$ cat config.mk
export PLATFORM = sky130hd
export DESIGN_NAME = i2s_capture_fe
export DESIGN_NICKNAME = d
export VERILOG_FILES = /design/src/rtl/i2scap_pkg.sv /design/src/rtl/i2s_slot_rx.sv /design/src/rtl/i2s_word_pack.sv /design/src/rtl/i2s_raw_pack.sv /design/src/rtl/i2s_capture_fe.sv
export SDC_FILE = /design/constraint.sdc
export NUM_CORES = 1
export LEC_CHECK = 0
export BUFFER_PORTS_ARGS = -buffer_cell sky130_fd_sc_hd__buf_2
export CAP_MARGIN = 15
export CELL_PAD_IN_SITES_DETAIL_PLACEMENT = 0
export CELL_PAD_IN_SITES_GLOBAL_PLACEMENT = 1
export CORE_UTILIZATION = 38
export CTS_CLUSTER_DIAMETER = 60
export DETAILED_ROUTE_END_ITERATION = 10
export GPL_ROUTABILITY_DRIVEN = 0
export PLACE_DENSITY_LB_ADDON = 0.1
export SKIP_LAST_GASP = 1
export SYNTH_ARGS = -nofsm -noshare
export SYNTH_HDL_FRONTEND = slang
export SYNTH_SLANG_ARGS = --single-unit
$ cat constraint.sdc
create_clock -name clk_sck -period 5.2 [get_ports clk_sck]
set_input_delay 1.3 -clock clk_sck [delete_from_list [all_inputs] [get_ports clk_sck]]
set_output_delay 1.3 -clock clk_sck [all_outputs]
set_load 0.1 [all_outputs]
$ cat src/rtl/i2scap_pkg.sv
package i2scap_pkg;

  typedef enum logic [1:0] {
    FMT_MONO32   = 2'b00,
    FMT_STEREO32 = 2'b01,
    FMT_MONO16   = 2'b10,
    FMT_STEREO16 = 2'b11
  } cap_fmt_e;

endpackage

$ cat src/rtl/i2s_slot_rx.sv
module i2s_slot_rx #(
  parameter int unsigned SAMP_W = 32
) (
  input  logic              clk,
  input  logic              rst_n,
  input  logic              run,
  input  logic              early,
  input  logic              half,
  input  logic              sign_flip,
  input  logic              ws,
  input  logic              sd,
  output logic              smp_vld,
  output logic              smp_chan,
  output logic [SAMP_W-1:0] smp_dat
);

  localparam int unsigned HALF_W = SAMP_W / 2;
  localparam int unsigned CNT_W  = $clog2(SAMP_W) + 1;
  localparam logic [CNT_W-1:0] CNT_MAX = CNT_W'(SAMP_W);

  logic              ws_q, ws_d;
  logic              sync_q, sync_d;
  logic              chan_q, chan_d;
  logic [CNT_W-1:0]  cnt_q, cnt_d;
  logic [SAMP_W-1:0] acc_q, acc_d;
  logic              vld_q, vld_d;
  logic              ochan_q, ochan_d;
  logic [SAMP_W-1:0] odat_q, odat_d;

  logic              trans;
  logic [CNT_W-1:0]  msb_idx;
  logic [SAMP_W-1:0] acc_with, first_bit, flip_mask, close_dat;

  assign trans   = ws ^ ws_q;
  assign msb_idx = half ? CNT_W'(HALF_W - 1) : CNT_W'(SAMP_W - 1);

  // place the current data bit at its MSB-first position
  always_comb begin
    acc_with  = acc_q;
    first_bit = '0;
    flip_mask = '0;
    for (int i = 0; i < SAMP_W; i++) begin
      if (CNT_W'(i) <= msb_idx && (msb_idx - CNT_W'(i)) == cnt_q) acc_with[i] = sd;
      if (CNT_W'(i) == msb_idx) begin
        first_bit[i] = sd;
        flip_mask[i] = sign_flip;
      end
    end
  end

  assign close_dat = (early ? acc_q : acc_with) ^ flip_mask;

  always_comb begin
    ws_d    = ws;
    sync_d  = sync_q;
    chan_d  = chan_q;
    cnt_d   = cnt_q;
    acc_d   = acc_q;
    vld_d   = 1'b0;
    ochan_d = ochan_q;
    odat_d  = odat_q;
    if (!run) begin
      sync_d = 1'b0;
      cnt_d  = '0;
      acc_d  = '0;
    end else begin
      if (sync_q && trans) begin
        vld_d   = 1'b1;
        ochan_d = chan_q;
        odat_d  = close_dat;
      end
      if (trans) begin
        sync_d = 1'b1;
        chan_d = ws;
        if (early) begin
          acc_d = first_bit;
          cnt_d = CNT_W'(1);
        end else begin
          acc_d = '0;
          cnt_d = '0;
        end
      end else if (sync_q) begin
        acc_d = acc_with;
        cnt_d = (cnt_q == CNT_MAX) ? cnt_q : cnt_q + CNT_W'(1);
      end
    end
  end

  always_ff @(posedge clk or negedge rst_n) begin
    if (!rst_n) begin
      ws_q    <= 1'b0;
      sync_q  <= 1'b0;
      chan_q  <= 1'b0;
      cnt_q   <= '0;
      acc_q   <= '0;
      vld_q   <= 1'b0;
      ochan_q <= 1'b0;
      odat_q  <= '0;
    end else begin
      ws_q    <= ws_d;
      sync_q  <= sync_d;
      chan_q  <= chan_d;
      cnt_q   <= cnt_d;
      acc_q   <= acc_d;
      vld_q   <= vld_d;
      ochan_q <= ochan_d;
      odat_q  <= odat_d;
    end
  end

  assign smp_vld  = vld_q;
  assign smp_chan = ochan_q;
  assign smp_dat  = odat_q;

  AST_CNT_SATURATES: assert property (@(posedge clk) disable iff (!rst_n)
    cnt_q <= CNT_MAX);
  AST_HALF_UPPER_ZERO: assert property (@(posedge clk) disable iff (!rst_n)
    smp_vld && half && $past(half) |-> smp_dat[SAMP_W-1:HALF_W] == '0);
  AST_SAMPLE_NEEDS_RUN: assert property (@(posedge clk) disable iff (!rst_n)
    smp_vld |-> $past(run));

endmodule

$ cat src/rtl/i2s_word_pack.sv
module i2s_word_pack
  import i2scap_pkg::*;
#(
  parameter int unsigned WORD_W = 32
) (
  input  logic              clk,
  input  logic              rst_n,
  input  logic              run,
  input  cap_fmt_e          fmt,
  input  logic              smp_vld,
  input  logic              smp_chan,
  input  logic [WORD_W-1:0] smp_dat,
  output logic              w_vld,
  output logic [WORD_W-1:0] w_dat
);

  localparam int unsigned HALF_W = WORD_W / 2;

  logic [HALF_W-1:0] low_q, low_d;
  logic              have_q, have_d;
  logic              vld_q, vld_d;
  logic [WORD_W-1:0] dat_q, dat_d;
  logic              stereo, half;

  assign stereo = (fmt == FMT_STEREO32) || (fmt == FMT_STEREO16);
  assign half   = (fmt == FMT_MONO16)   || (fmt == FMT_STEREO16);

  always_comb begin
    low_d  = low_q;
    have_d = have_q;
    vld_d  = 1'b0;
    dat_d  = dat_q;
    if (!run) begin
      have_d = 1'b0;
    end else if (smp_vld) begin
      if (!half) begin
        if (stereo || !smp_chan) begin
          vld_d = 1'b1;
          dat_d = smp_dat;
        end
      end else if (!stereo) begin
        if (!smp_chan) begin
          if (have_q) begin
            vld_d  = 1'b1;
            dat_d  = {smp_dat[HALF_W-1:0], low_q};
            have_d = 1'b0;
          end else begin
            low_d  = smp_dat[HALF_W-1:0];
            have_d = 1'b1;
          end
        end
      end else begin
        if (!smp_chan) begin
          low_d  = smp_dat[HALF_W-1:0];
          have_d = 1'b1;
        end else if (have_q) begin
          vld_d  = 1'b1;
          dat_d  = {smp_dat[HALF_W-1:0], low_q};
          have_d = 1'b0;
        end
      end
    end
  end

  always_ff @(posedge clk or negedge rst_n) begin
    if (!rst_n) begin
      low_q  <= '0;
      have_q <= 1'b0;
      vld_q  <= 1'b0;
      dat_q  <= '0;
    end else begin
      low_q  <= low_d;
      have_q <= have_d;
      vld_q  <= vld_d;
      dat_q  <= dat_d;
    end
  end

  assign w_vld = vld_q;
  assign w_dat = dat_q;

  AST_MONO32_LEFT_ONLY: assert property (@(posedge clk) disable iff (!rst_n)
    w_vld && $past(fmt == FMT_MONO32) |-> $past(smp_vld && !smp_chan));
  AST_PAIR_CLOSED_BY_RIGHT: assert property (@(posedge clk) disable iff (!rst_n)
    w_vld && $past(fmt == FMT_STEREO16) |-> $past(smp_chan));

endmodule

$ cat src/rtl/i2s_raw_pack.sv
module i2s_raw_pack #(
  parameter int unsigned WORD_W = 32,
  parameter int unsigned BYTE_W = 8
) (
  input  logic              clk,
  input  logic              rst_n,
  input  logic              run,
  input  logic              stereo,
  input  logic              ws,
  input  logic              sd,
  output logic              w_vld,
  output logic [WORD_W-1:0] w_dat
);

  localparam int unsigned NBYTE = WORD_W / BYTE_W;
  localparam int unsigned IDX_W = (NBYTE > 1) ? $clog2(NBYTE) : 1;
  localparam logic [IDX_W-1:0] LAST = IDX_W'(NBYTE - 1);

  function automatic logic [WORD_W-1:0] spare_bits();
    logic [WORD_W-1:0] m;
    for (int i = 0; i < WORD_W; i++) m[i] = (i % BYTE_W) >= 3;
    return m;
  endfunction
  localparam logic [WORD_W-1:0] SPARE = spare_bits();

  logic [IDX_W-1:0]  idx_q, idx_d;
  logic [WORD_W-1:0] acc_q, acc_d;
  logic              vld_q, vld_d;
  logic [WORD_W-1:0] dat_q, dat_d;
  logic [BYTE_W-1:0] byte_v;
  logic [WORD_W-1:0] word_v;

  always_comb begin
    byte_v    = '0;
    byte_v[0] = ws;
    byte_v[1] = ~ws & sd;
    byte_v[2] = stereo & ws & sd;
    word_v    = acc_q;
    word_v[int'(idx_q)*BYTE_W +: BYTE_W] = byte_v;
  end

  always_comb begin
    idx_d = idx_q;
    acc_d = acc_q;
    vld_d = 1'b0;
    dat_d = dat_q;
    if (!run) begin
      idx_d = '0;
      acc_d = '0;
    end else if (idx_q == LAST) begin
      vld_d = 1'b1;
      dat_d = word_v;
      acc_d = '0;
      idx_d = '0;
    end else begin
      acc_d = word_v;
      idx_d = idx_q + IDX_W'(1);
    end
  end

  always_ff @(posedge clk or negedge rst_n) begin
    if (!rst_n) begin
      idx_q <= '0;
      acc_q <= '0;
      vld_q <= 1'b0;
      dat_q <= '0;
    end else begin
      idx_q <= idx_d;
      acc_q <= acc_d;
      vld_q <= vld_d;
      dat_q <= dat_d;
    end
  end

  assign w_vld = vld_q;
  assign w_dat = dat_q;

  AST_RAW_SPARE_ZERO: assert property (@(posedge clk) disable iff (!rst_n)
    w_vld |-> (w_dat & SPARE) == '0);

endmodule

$ cat src/rtl/i2s_capture_fe.sv
module i2s_capture_fe
  import i2scap_pkg::*;
#(
  parameter int unsigned WORD_W = 32,
  parameter int unsigned BYTE_W = 8
) (
  input  logic              clk_sck,
  input  logic              rst_n,
  input  logic              cap_en,
  input  logic [1:0]        fmt,
  input  logic              early_align,
  input  logic              sign_flip,
  input  logic              raw_mode,
  input  logic              ws,
  input  logic              sd,
  output logic              word_valid,
  output logic [WORD_W-1:0] word_data,
  input  logic              word_ready,
  output logic              overrun
);

  logic [1:0]        rst_sync_q;
  logic              rst_n_s;
  cap_fmt_e          fmt_e;
  logic              slot_run, raw_run, half, stereo;
  logic              smp_vld, smp_chan;
  logic [WORD_W-1:0] smp_dat;
  logic              pk_vld, raw_vld;
  logic [WORD_W-1:0] pk_dat, raw_dat;

  always_ff @(posedge clk_sck or negedge rst_n) begin
    if (!rst_n) rst_sync_q <= 2'b00;
    else        rst_sync_q <= {rst_sync_q[0], 1'b1};
  end
  assign rst_n_s = rst_sync_q[1];

  assign fmt_e    = cap_fmt_e'(fmt);
  assign half     = fmt[1];
  assign stereo   = fmt[0];
  assign slot_run = cap_en & ~raw_mode;
  assign raw_run  = cap_en & raw_mode;

  i2s_slot_rx #(.SAMP_W(WORD_W)) u_slot (
    .clk       (clk_sck),
    .rst_n     (rst_n_s),
    .run       (slot_run),
    .early     (early_align),
    .half      (half),
    .sign_flip (sign_flip),
    .ws        (ws),
    .sd        (sd),
    .smp_vld   (smp_vld),
    .smp_chan  (smp_chan),
    .smp_dat   (smp_dat)
  );

  i2s_word_pack #(.WORD_W(WORD_W)) u_pack (
    .clk      (clk_sck),
    .rst_n    (rst_n_s),
    .run      (slot_run),
    .fmt      (fmt_e),
    .smp_vld  (smp_vld),
    .smp_chan (smp_chan),
    .smp_dat  (smp_dat),
    .w_vld    (pk_vld),
    .w_dat    (pk_dat)
  );

  i2s_raw_pack #(.WORD_W(WORD_W), .BYTE_W(BYTE_W)) u_raw (
    .clk    (clk_sck),
    .rst_n  (rst_n_s),
    .run    (raw_run),
    .stereo (stereo),
    .ws     (ws),
    .sd     (sd),
    .w_vld  (raw_vld),
    .w_dat  (raw_dat)
  );

  assign word_valid = raw_mode ? raw_vld : pk_vld;
  assign word_data  = raw_mode ? raw_dat : pk_dat;
  assign overrun    = word_valid & ~word_ready;

  AST_IDLE_WHEN_OFF: assert property (@(posedge clk_sck) disable iff (!rst_n_s)
    !$past(cap_en) |-> !word_valid);
  AST_RAW_LAST_WS: assert property (@(posedge clk_sck) disable iff (!rst_n_s)
    word_valid && raw_mode && $past(raw_mode) && $past(cap_en)
      |-> word_data[WORD_W-BYTE_W] == $past(ws));

endmodule

==> results of run 1 <==
power by group:
group | internal (W) | switching (W) | leakage, nW
clock | 0.000647 | 0.000634 | 0.286
sequential | 0.00146 | 0.0000218 | 2.59
combinational | 0.0000404 | 0.000101 | 1.81
cell families after synthesis:
family                     after synthesis  share of synthesized area (%)
AOI/OAI and AO/OA                      140                          8.554
xor gates and xnor gates                 8                         0.8766
adders and majority gates                9                          1.272
buffers and inverters                   66                          3.421
DFF                                    186                          52.59
muxes                                  148                          18.34
other                                    1                        0.04237
and+or+nand+nor                        256                          14.90
cells in the final DEF (no fill, tap or decap), drive strengths merged, types with 2 or more instances in the layout:
cell	n
nor4b	4
clkbuf	18
ha	9
inv	16
buf	51
nand2b	18
xnor2	3
nand3b	3
nor2b	17
dfrtp	186
nor3b	3
clkinv	6
a22o	3
nand2	91
o21ai	84
and3b	2
a21oi	41
o31ai	2
nand4	17
and4b	2
and2	5
nor2	42
or2	2
nor3	3
a211o	2
and3	3
o22ai	2
xor2	5
nand3	40
mux2	113
mux2i	35
per-layer routing:
layer  global-route usage (%)  vias up
met5                        0        -
met4                    3.866        0
met3                    3.642       12
met2                    30.79      120
met1                    27.60     3039
li1                         -     2873
worst register-to-register path: cells and delay by family, from the launching register on:
family / cells / cell delay, ns
simple gates: 1 / 0.29
flops: 1 / 0.71
compound gates: 2 / 0.31
buf+inv: 1 / 0.38
xor+xnor: 1 / 0.60
final cells by class:
class / count / area, um^2 / share of cell area (%)
Sequential cell: 186 / 4658 / 47.41
Multi-Input combinational cell: 562 / 3910 / 39.80
Clock buffer: 18 / 429.2 / 4.368
Tap cell: 285 / 356.6 / 3.630
Timing Repair Buffer: 51 / 285.3 / 2.904
Clock inverter: 14 / 155.1 / 1.579
Inverter: 8 / 30.03 / 0.3057
flip-flops by register name, indices dropped and copies added, names as in the netlist:
signal           cells
u_raw.w_vld          1
u_slot.chan_q        1
u_slot.smp_dat      32
u_slot.sync_q        1
u_raw.idx_q          2
u_slot.cnt_q         6
u_slot.ws_q          1
u_raw.acc_q         24
u_pack.have_q        1
u_slot.smp_vld       1
u_pack.w_vld         1
rst_sync_q           2
u_pack.w_dat        32
u_raw.w_dat         32
u_pack.low_q        16
u_slot.smp_chan      1
u_slot.acc_q        32
per-stage QoR:
step,std cells,util [%]
2_1_floorplan,814,-
3_3_place_gp,1092,40.69
3_5_place_dp,1092,40.69
4_1_cts,1124,43.26
5_1_grt,1124,43.26
6_report,1124,43.26
worst paths after layout:
| check | endpoint | cells past startpoint | slack [ns] |
|---|---|---|---|
| setup / recovery | word_data[5] | 4 | 1.11 |
| hold / removal | rst_sync_q[1] | 0 | 0.35 |
| setup reg to reg | u_slot.smp_dat[15] | 5 | 2.83 |
| hold reg to reg | rst_sync_q[1] | 0 | 0.35 |
| max in group asynchronous | u_slot.smp_dat[0] | 1 | 3.56 |
| min in group asynchronous | u_slot.cnt_q[0] | 0 | 0.50 |
==> impl_results.md, run 1 <==
* Status: finished, final reports clean
* First-pass DRT Iterations at 5
* Drc violations at 0
* Primary FF master, synth: dfrtp_1
* Most frequent cell after synthesis: dfrtp_1
* RR Startpoint: u_slot.cnt_q[4]
* Clock transition at the registers of the reported paths at 0.08 ns
* Max IR drop VDD at 216.3 uV
* Die Wd at 154.6 um
* Largest area contributor in the netlist: dfrtp_1
* Setup TNS at 0 ns
* Number of synthesized flops with an enable pin at 0
* Resized cells post-CTS at 0
* Maximum fanout along the worst path at 30
* Average cell area after synthesis at 10.87 um^2
* Cell family with most CP delay: buffers and inverters
* HP Class: flop to flop
* Fin. Hold Viols at 0
* Die area at 0.02390 mm^2
* Initial antenna violation count at 0
* Final WS setup at 1.105 ns
* RSZ-0062 raised after global routing: no
* Critical Path AT at 2.79 ns
* Final setup violation count at 0
* CP startpoint: raw_mode
* Largest net degree at the start of global routing at 115
* Clk_lat worst skew at 0.43 ns
* Setup crit end kind: output pin
* Layout overhead on the synthesized area at 11.01%
* Clock sinks at 186
* Pre-CTS WS at 1.106 ns
* DRT met1 WL at 10.53 mm
* Synth unique cells at 51
* Io pins at 45
* Post-synthesis sequential area ratio at 52.59%
* Lkg Pwr at 4.679 nW
* # fillers at 2185
* Final WL at 21.65 mm
* Met2 WL at 10.29 mm
* Starting Density at 38.97%
* Share of cells above drive strength 1 at 25.51%
* Antenna Nets Post-Route at 0
* Actual slew at the worst max-slew pin at 1.104 ns
* Cell area after synthesis at 0.008850 mm^2
* Post-synth ARST share at 100.0%
* CP cell instances: buf_2 -> buf_4 -> mux2_2 -> buf_2
* H-tree Lvls at 4
* Layout net count at 846
* Clock Path Buffers at 2
* Worst slew margin at 26.22%
* CORE AREA at 0.02271 mm^2
* DR vias at 6044
* Crit-path slowest cell: buf_2
* Post-CTS Setup Repair Bufs at 0
* Gr ovfl total at 0
* Synthesized instance count at 814
* Tot Pwr at 0.002900 W
* Worst Skew at 0.01130 ns
* First-pass GRT wire length at 35.35 mm
* Final HPWL DP at 14.67 mm
* Slowest cell delay on critical path at 0.52 ns
* Synth area leaders: dfrtp_1, mux2_2, o21ai_0, mux2i_1, nand2_1
* Hold path start: rst_sync_q[0]
* Post-synthesis sequential element count at 186
* Met3 Wirelength at 635 um
* Fin. max-slew vios at 0
* ANT cells at 0
* Total global-route track usage at 19.38%
* Area share of the largest cell type after synthesis at 52.59%
* CTS buffer count at 17
* Commonest cells in the netlist: dfrtp_1, mux2_2, nand2_1
* Top sig layer: met4
* Synthesized net count at 834
* Setup crit start kind: input pin
* Vias/cell at 5.377
* # hold bufs at CTS at 0
* PortBufs at 44
* WP buf/inv at 3
* Cell Pwr Density at 295.2 mW/mm^2
* Req. time, crit path at 3.90 ns
* Routed length per instance at 19.26 um
* Final period util at 78.74%
* Fmax at 0.2442 GHz
* Hold Slack at 0.3517 ns
* Tmin final at 4.095 ns
* Drt first-iter violations at 401
* Row cnt at 55
* Post-route cell area at 0.009824 mm^2
* Root Buffer Master: clkbuf_16
* Cell mode on critical path: buf_2
* YS warnings at 0
* Max cap viols at 0
* Die Height at 154.6 um
* Critical setup path kind: input pin to output pin
* Placement Cell Area at 0.009240 mm^2
* CTS tree: done
* Vias in the first global route at 6155
Power figures use the tool's default switching activity.
==> run 2, diff against run 1 <==
Settings changed: ABC_AREA from default to 1.
Clock period 5.2 ns to 3.3 ns, I/O delays scaled along.
==> run 2 against run 1 <==
Compared with the run above: wire length rose by 8.2%; highest routed layer unchanged; synthesized area rose by 0.16%; count of clock-buffer cells in the layout fell by 1; critical path type unchanged; critical endpoint is now word_data[24].
==> impl_results.md, run 2 <==
* Highest-count cells in the layout ignoring fill and taps: nand2_1, dfrtp_1, inv_1
* Vias in the first global route at 6646
* Root Buffer Master: clkbuf_16
* Synth area leaders: dfrtp_1, nand2_1, o21ai_0, inv_1, o21ai_1
* Final HPWL DP at 16.10 mm
* Fin. Hold Viols at 0
* FF-to-FF End: u_raw.w_dat[2]
* Clock sinks at 186
* Row cnt at 55
* Area share of the largest cell type after synthesis at 52.51%
* # fillers at 2297
* H-tree Lvls at 4
* Lkg Pwr at 4.827 nW
* Drc violations at 0
* Req. time, crit path at 2.47 ns
* Share of cells above drive strength 1 at 11.50%
* Actual slew at the worst max-slew pin at 0.9719 ns
* RSZ-0062 raised after global routing: no
* Post-route cell area at 0.01048 mm^2
* DR vias at 6958
* R2r setup slk at 1.28 ns
* Final setup violation count at 0
* YS warnings at 0
* Synth unique cells at 39
* Clock Path Buffers at 2
* Placement Cell Area at 0.009857 mm^2
* WP buf/inv at 3
* Synthesized net count at 1092
* ANT cells at 0
* Worst slew margin at 35.05%
* Synth Area in Simple Gates at 19.06%
* Primary FF master, synth: dfrtp_1
* Maximum fanout along the worst path at 67
* Clk_lat worst skew at 0.44 ns
* Post-synthesis sequential element count at 186
* Initial antenna violation count at 0
* Antenna Nets Post-Route at 0
* Total global-route track usage at 20.68%
* Post-synth ARST share at 100.0%
* Status: finished, final reports clean
* Post-synthesis mux area share at 0%
* Routed length per instance at 16.53 um
* CTS tree: done
* First-pass GRT wire length at 37.87 mm
* Dpl cells at 1385
* Synthesized instance count at 1072
* Layout net count at 1111
* Fmax at 0.3763 GHz
* Fin. max-slew vios at 0
* Average cell area after synthesis at 8.268 um^2
* Post-CTS Setup Repair Bufs at 0
* Multi-input gate area at 0.003441 mm^2
* RR Startpoint: u_raw.idx_q[0]
* R2R depth at 7
* Post-synthesis sequential area ratio at 52.51%
* Cell Pwr Density at 554.5 mW/mm^2
* Cell mode on critical path: buf_12
* # hold bufs at CTS at 0
* Critical Path AT at 1.83 ns
* Xor/xnor share of the synthesized area at 0%
* Io pins at 45
* Final std cells w/o fill at 1417
* Tmin final at 2.657 ns
* Cell family with most CP delay: buffers and inverters
* Cell area after synthesis at 0.008864 mm^2
* First-pass DRT Iterations at 8
* Setup crit start kind: input pin
* Setup crit end kind: output pin
* Largest net degree at the start of global routing at 68
* CP startpoint: raw_mode
* Max IR drop VDD at 316.7 uV
* Slowest cell delay on critical path at 0.45 ns
* Drt first-iter violations at 460
* Worst Skew at 0.01563 ns
* Die Wd at 154.7 um
* Commonest cells in the netlist: nand2_1, dfrtp_1, o21ai_0
* Die Height at 154.7 um
* Most common cell after layout, fill and taps aside: nand2_1
* Final period util at 80.52%
* Most frequent cell after synthesis: nand2_1
* Die area at 0.02394 mm^2
* Layout overhead on the synthesized area at 18.21%
* HP Class: input pin to async pin
* Main combinational cell family by area after synthesis: simple AND/OR/NAND/NOR gates
* Crit-path slowest cell: o21ai_0
* Adder-cell share of the synthesized area at 1.270%
* Starting Density at 38.91%
* Number of synthesized flops with an enable pin at 0
* Max cap viols at 0
* Critical setup path kind: input pin to output pin
* Complex-gate fraction of the synthesized area at 18.28%
* Largest area contributor in the netlist: dfrtp_1
* Tot Pwr at 0.005810 W
* PortBufs at 44
* Vias/cell at 4.910
* Clock transition at the registers of the reported paths at 0.08 ns
* Flip-flop and latch area at 0.004658 mm^2
* Levels on crit path at 4
* Final WL at 23.42 mm
* Hold Slack at 0.1576 ns
* CP endpoint: word_data[24]
* CORE AREA at 0.02278 mm^2
* Gr ovfl total at 0
* CP cell instances: buf_2 -> buf_12 -> o21ai_0 -> buf_12
* Resized cells post-CTS at 0
* CTS buffer count at 17
==> run 2: changes by cell type in the layout (fill, tap and decap cells not counted), moves of 18 or more <==
cell	before	now
nand2_1	91	298
mux2_2	113	0
inv_1	8	110
o21ai_1	1	85
buf_12	1	39
mux2i_1	35	0
buf_2	44	10
nor2_1	41	64
nand2b_1	18	0
==> run 2: cells by family after synthesis <==
| kind of cell | after synthesis |
|---|---|
| AO/OA/AOI/OAI | 282 |
| adder cells (fa/ha/maj) | 9 |
| buffers and inverters | 181 |
| flip-flops | 186 |
| other | 1 |
| AND/OR/NAND/NOR | 413 |
==> run 2: per-stage QoR <==
step	setup slack [ns]	util [%]	setup TNS, ns
global route	0.6075	46.00	0
global placement	0.6371	43.27	0
finish	0.6428	46.00	0
CTS	0.6346	46.00	0
floorplan	-0.8080	-	-8.973
detailed placement	0.5711	43.27	0
==> run 2: area by class of cell <==
class | count | area share, %
Multi-Input combinational cell | 705 | 32.84
Clock buffer | 17 | 4.060
Tap cell | 313 | 3.738
Sequential cell | 186 | 44.46
Inverter | 123 | 4.466
Clock inverter | 15 | 1.863
Timing Repair Buffer | 58 | 8.574
==> run 2: how the worst min path moves through the flow <==
stage               cells after the start  slack, ns       endpoint     startpoint
floorplan                               0       0.33  rst_sync_q[1]  rst_sync_q[0]
global placement                        0       0.34  rst_sync_q[1]  rst_sync_q[0]
detailed placement                      0       0.35  rst_sync_q[1]  rst_sync_q[0]
CTS                                     1       0.14  rst_sync_q[1]          rst_n
global route                            1       0.14  rst_sync_q[1]          rst_n
finish                                  1       0.16  rst_sync_q[1]          rst_n
==> run 2: report_power, final <==
part           switching, W  leakage [nW]  internal (W)
logic              0.000756          2.15      0.000332
clock network       0.00105         0.304       0.00110
registers          0.000101          2.37       0.00247
total               0.00191          4.83       0.00390
==> run 2: worst register-to-register path, cell delays in order, from the launching register on <==
cell and delay (ns):
dfrtp_1 0.47, inv_1 0.13, ha_1 0.38, nor3_1 0.30, inv_1 0.10, nor3_1 0.31, a21oi_1 0.10, o21ai_0 0.15
==> run 2: metal layers <==
layer  global-route usage, %  vias up  part of all wire, %
met2                   32.17      103                   46
met5                       0        -                    0
met3                   3.110       17                  2.7
met1                   30.16     3319                   50
li1                        -     3519                    -
met4                   5.139        0                  1.1
==> run 3, diff against run 2 <==
Clock period 3.3 ns to 2.5 ns, I/O delays scaled along.
==> run 3 against run 2 <==
Compared with the run above: clock power up 40%; highest routed layer unchanged; first-iteration DRC count down 0.43%; sequential power up 32%; critical endpoint is now word_data[23]; non-clock buffer count up 9; register-to-register slack worse by 0.69 ns; final area up 2.0%; die area unchanged; sequential share of layout area down 0.86 points; clock skew down 0.0047 ns; total power up 35%; global-route usage down 0.63 points; count of clock-buffer cells in the layout up 1.
==> impl_results.md, run 3 (synthesized netlist as in run 2, its figures left out) <==
* Die area at 0.02394 mm^2
* CTS buffer count at 17
* Largest net degree at the start of global routing at 72
* P_int at 0.005533 W
* Tmin final at 2.164 ns
* Vias/cell at 4.883
* Gr ovfl total at 0
* Cell Pwr Density at 734.3 mW/mm^2
* DR vias at 6963
* ANT cells at 0
* Starting Density at 38.91%
* Max cap viols at 0
* Io pins at 45
* CP cell instances: buf_2 -> buf_4 -> nand2_1 -> o21ai_1 -> buf_12
* Setup crit end kind: output pin
* Worst slew margin at 43.39%
* First-pass GRT wire length at 37.04 mm
* Most common cell after layout, fill and taps aside: nand2_1
* Die Height at 154.7 um
* First-pass DRT Iterations at 5
* Routed length per instance at 15.62 um
* Root Buffer Master: clkbuf_16
* Drc violations at 0
* Fmax at 0.4621 GHz
* Critical setup path kind: input pin to output pin
* Row cnt at 55
* Max IR drop VDD at 435.8 uV
* Highest-count cells in the layout ignoring fill and taps: nand2_1, dfrtp_1, inv_1
* Final setup violation count at 0
* Lkg Pwr at 4.917 nW
* Final period util at 86.57%
* Clock Path Buffers at 2
* Final WL at 22.27 mm
* Resized cells post-CTS at 0
* Critical Path AT at 1.54 ns
* H-tree Lvls at 4
* RSZ-0062 raised after global routing: no
* Final HPWL DP at 15.72 mm
* Setup crit start kind: input pin
* Worst Skew at 0.01093 ns
* Die Wd at 154.7 um
* Fin. max-slew vios at 0
* CTS tree: done
* Layout overhead on the synthesized area at 20.55%
* Req. time, crit path at 1.88 ns
* Actual slew at the worst max-slew pin at 0.8479 ns
* Flop pwr share at 43.2%
* Placement Cell Area at 0.01002 mm^2
* Switching share of power at 29.49%
* Clock sinks at 186
* Maximum fanout along the worst path at 23
* Vias in the first global route at 6553
* Clock transition at the registers of the reported paths at 0.07 ns
* Antenna Nets Post-Route at 0
* Crit-path slowest cell: buf_4
* Power share of the clock group at 38.4%
* Status: finished, final reports clean
* Hold Slack at 0.3094 ns
* Initial antenna violation count at 0
* Layout Utilization at 46.91%
* Post-route cell area at 0.01069 mm^2
* Share of cells above drive strength 1 at 13.93%
* PortBufs at 44
* Drt first-iter violations at 458
* Tot Pwr at 0.007846 W
* HP Class: flop to async pin
* Comb power frac at 18.4%
* Layout net count at 1120
* NetSw at 0.002314 W
* CORE AREA at 0.02278 mm^2
* Clk_lat worst skew at 0.43 ns
* Slowest cell delay on critical path at 0.31 ns
* Total global-route track usage at 20.05%
* Fin. Hold Viols at 0
-- run 3: cell types whose count changed in the layout (fill, tap and decap cells not counted), moves of 4 or more --
cell | previous run | this run
buf_4 | 9 | 15
bufinv_16 | 1 | 5
clkinv_8 | 4 | 0
inv_8 | 5 | 0
o21ai_0 | 100 | 88
o21ai_1 | 85 | 77
o21ai_2 | 1 | 21
-- run 3: what timing repair did --
action / in CTS / in global routing
hold buffers: 1 / 0
setup buffers: 0 / 0
endpoints found under the hold margin: 2 / 0
-- run 3: layer usage --
metal / track usage, % / routed length [um] / vias to the layer above
met1: 29.67 / 11460 / 3277
li1: - / - / 3549
met3: 2.998 / 605 / 23
met4: 6.459 / 322 / 0
met5: 0 / 0 / -
met2: 30.02 / 9885 / 114
-- run 3: worst paths after layout --
check                                from  slack [ns]               to  cells past startpoint
max                              raw_mode        0.34    word_data[23]                      5
min                         rst_sync_q[1]        0.31  u_raw.acc_q[20]                      0
max reg2reg                u_raw.idx_q[0]        0.59  u_raw.w_dat[16]                      5
min reg2reg                 rst_sync_q[1]        0.31  u_raw.acc_q[20]                      0
max in group asynchronous   rst_sync_q[1]        1.41  u_pack.w_dat[8]                      1
min in group clk_sck        rst_sync_q[0]        0.35    rst_sync_q[1]                      0
-- run 3: area by class of cell --
cell class | instances | area, um^2
Timing Repair Buffer | 67 | 993.5
Tap cell | 313 | 391.6
Inverter | 123 | 467.9
Sequential cell | 186 | 4658
Clock inverter | 14 | 219.0
Multi-Input combinational cell | 705 | 3516
Clock buffer | 18 | 439.2
Fill cell | 2249 | 12090
-- run 3: worst max-delay path: cells and delay by family --
kind / cells / cell delay [ns]
AOI/OAI and AO/OA: 1 / 0.15
buffers and inverters: 3 / 0.66
and+or+nand+nor: 1 / 0.09
-- run 3: power by group through the flow --
stage | clock network (W) | logic (W) | registers [W]
floorplan | 0 | 0.000989 | 0.00344
global placement | 0 | 0.00146 | 0.00344
detailed placement | 0 | 0.00147 | 0.00344
CTS | 0.00308 | 0.00147 | 0.00339
global route | 0.00320 | 0.00158 | 0.00342
finish | 0.00301 | 0.00145 | 0.00339
-- run 3: through the flow --
stage,cells,setup slack (ns),TNS (ns)
after floorplan,1072,-0.4791,-4.919
after global placement,1393,0.3184,0
after detailed placement,1393,0.2672,0
after CTS,1426,0.3182,0
after global routing,1426,0.2650,0
final,1426,0.3358,0
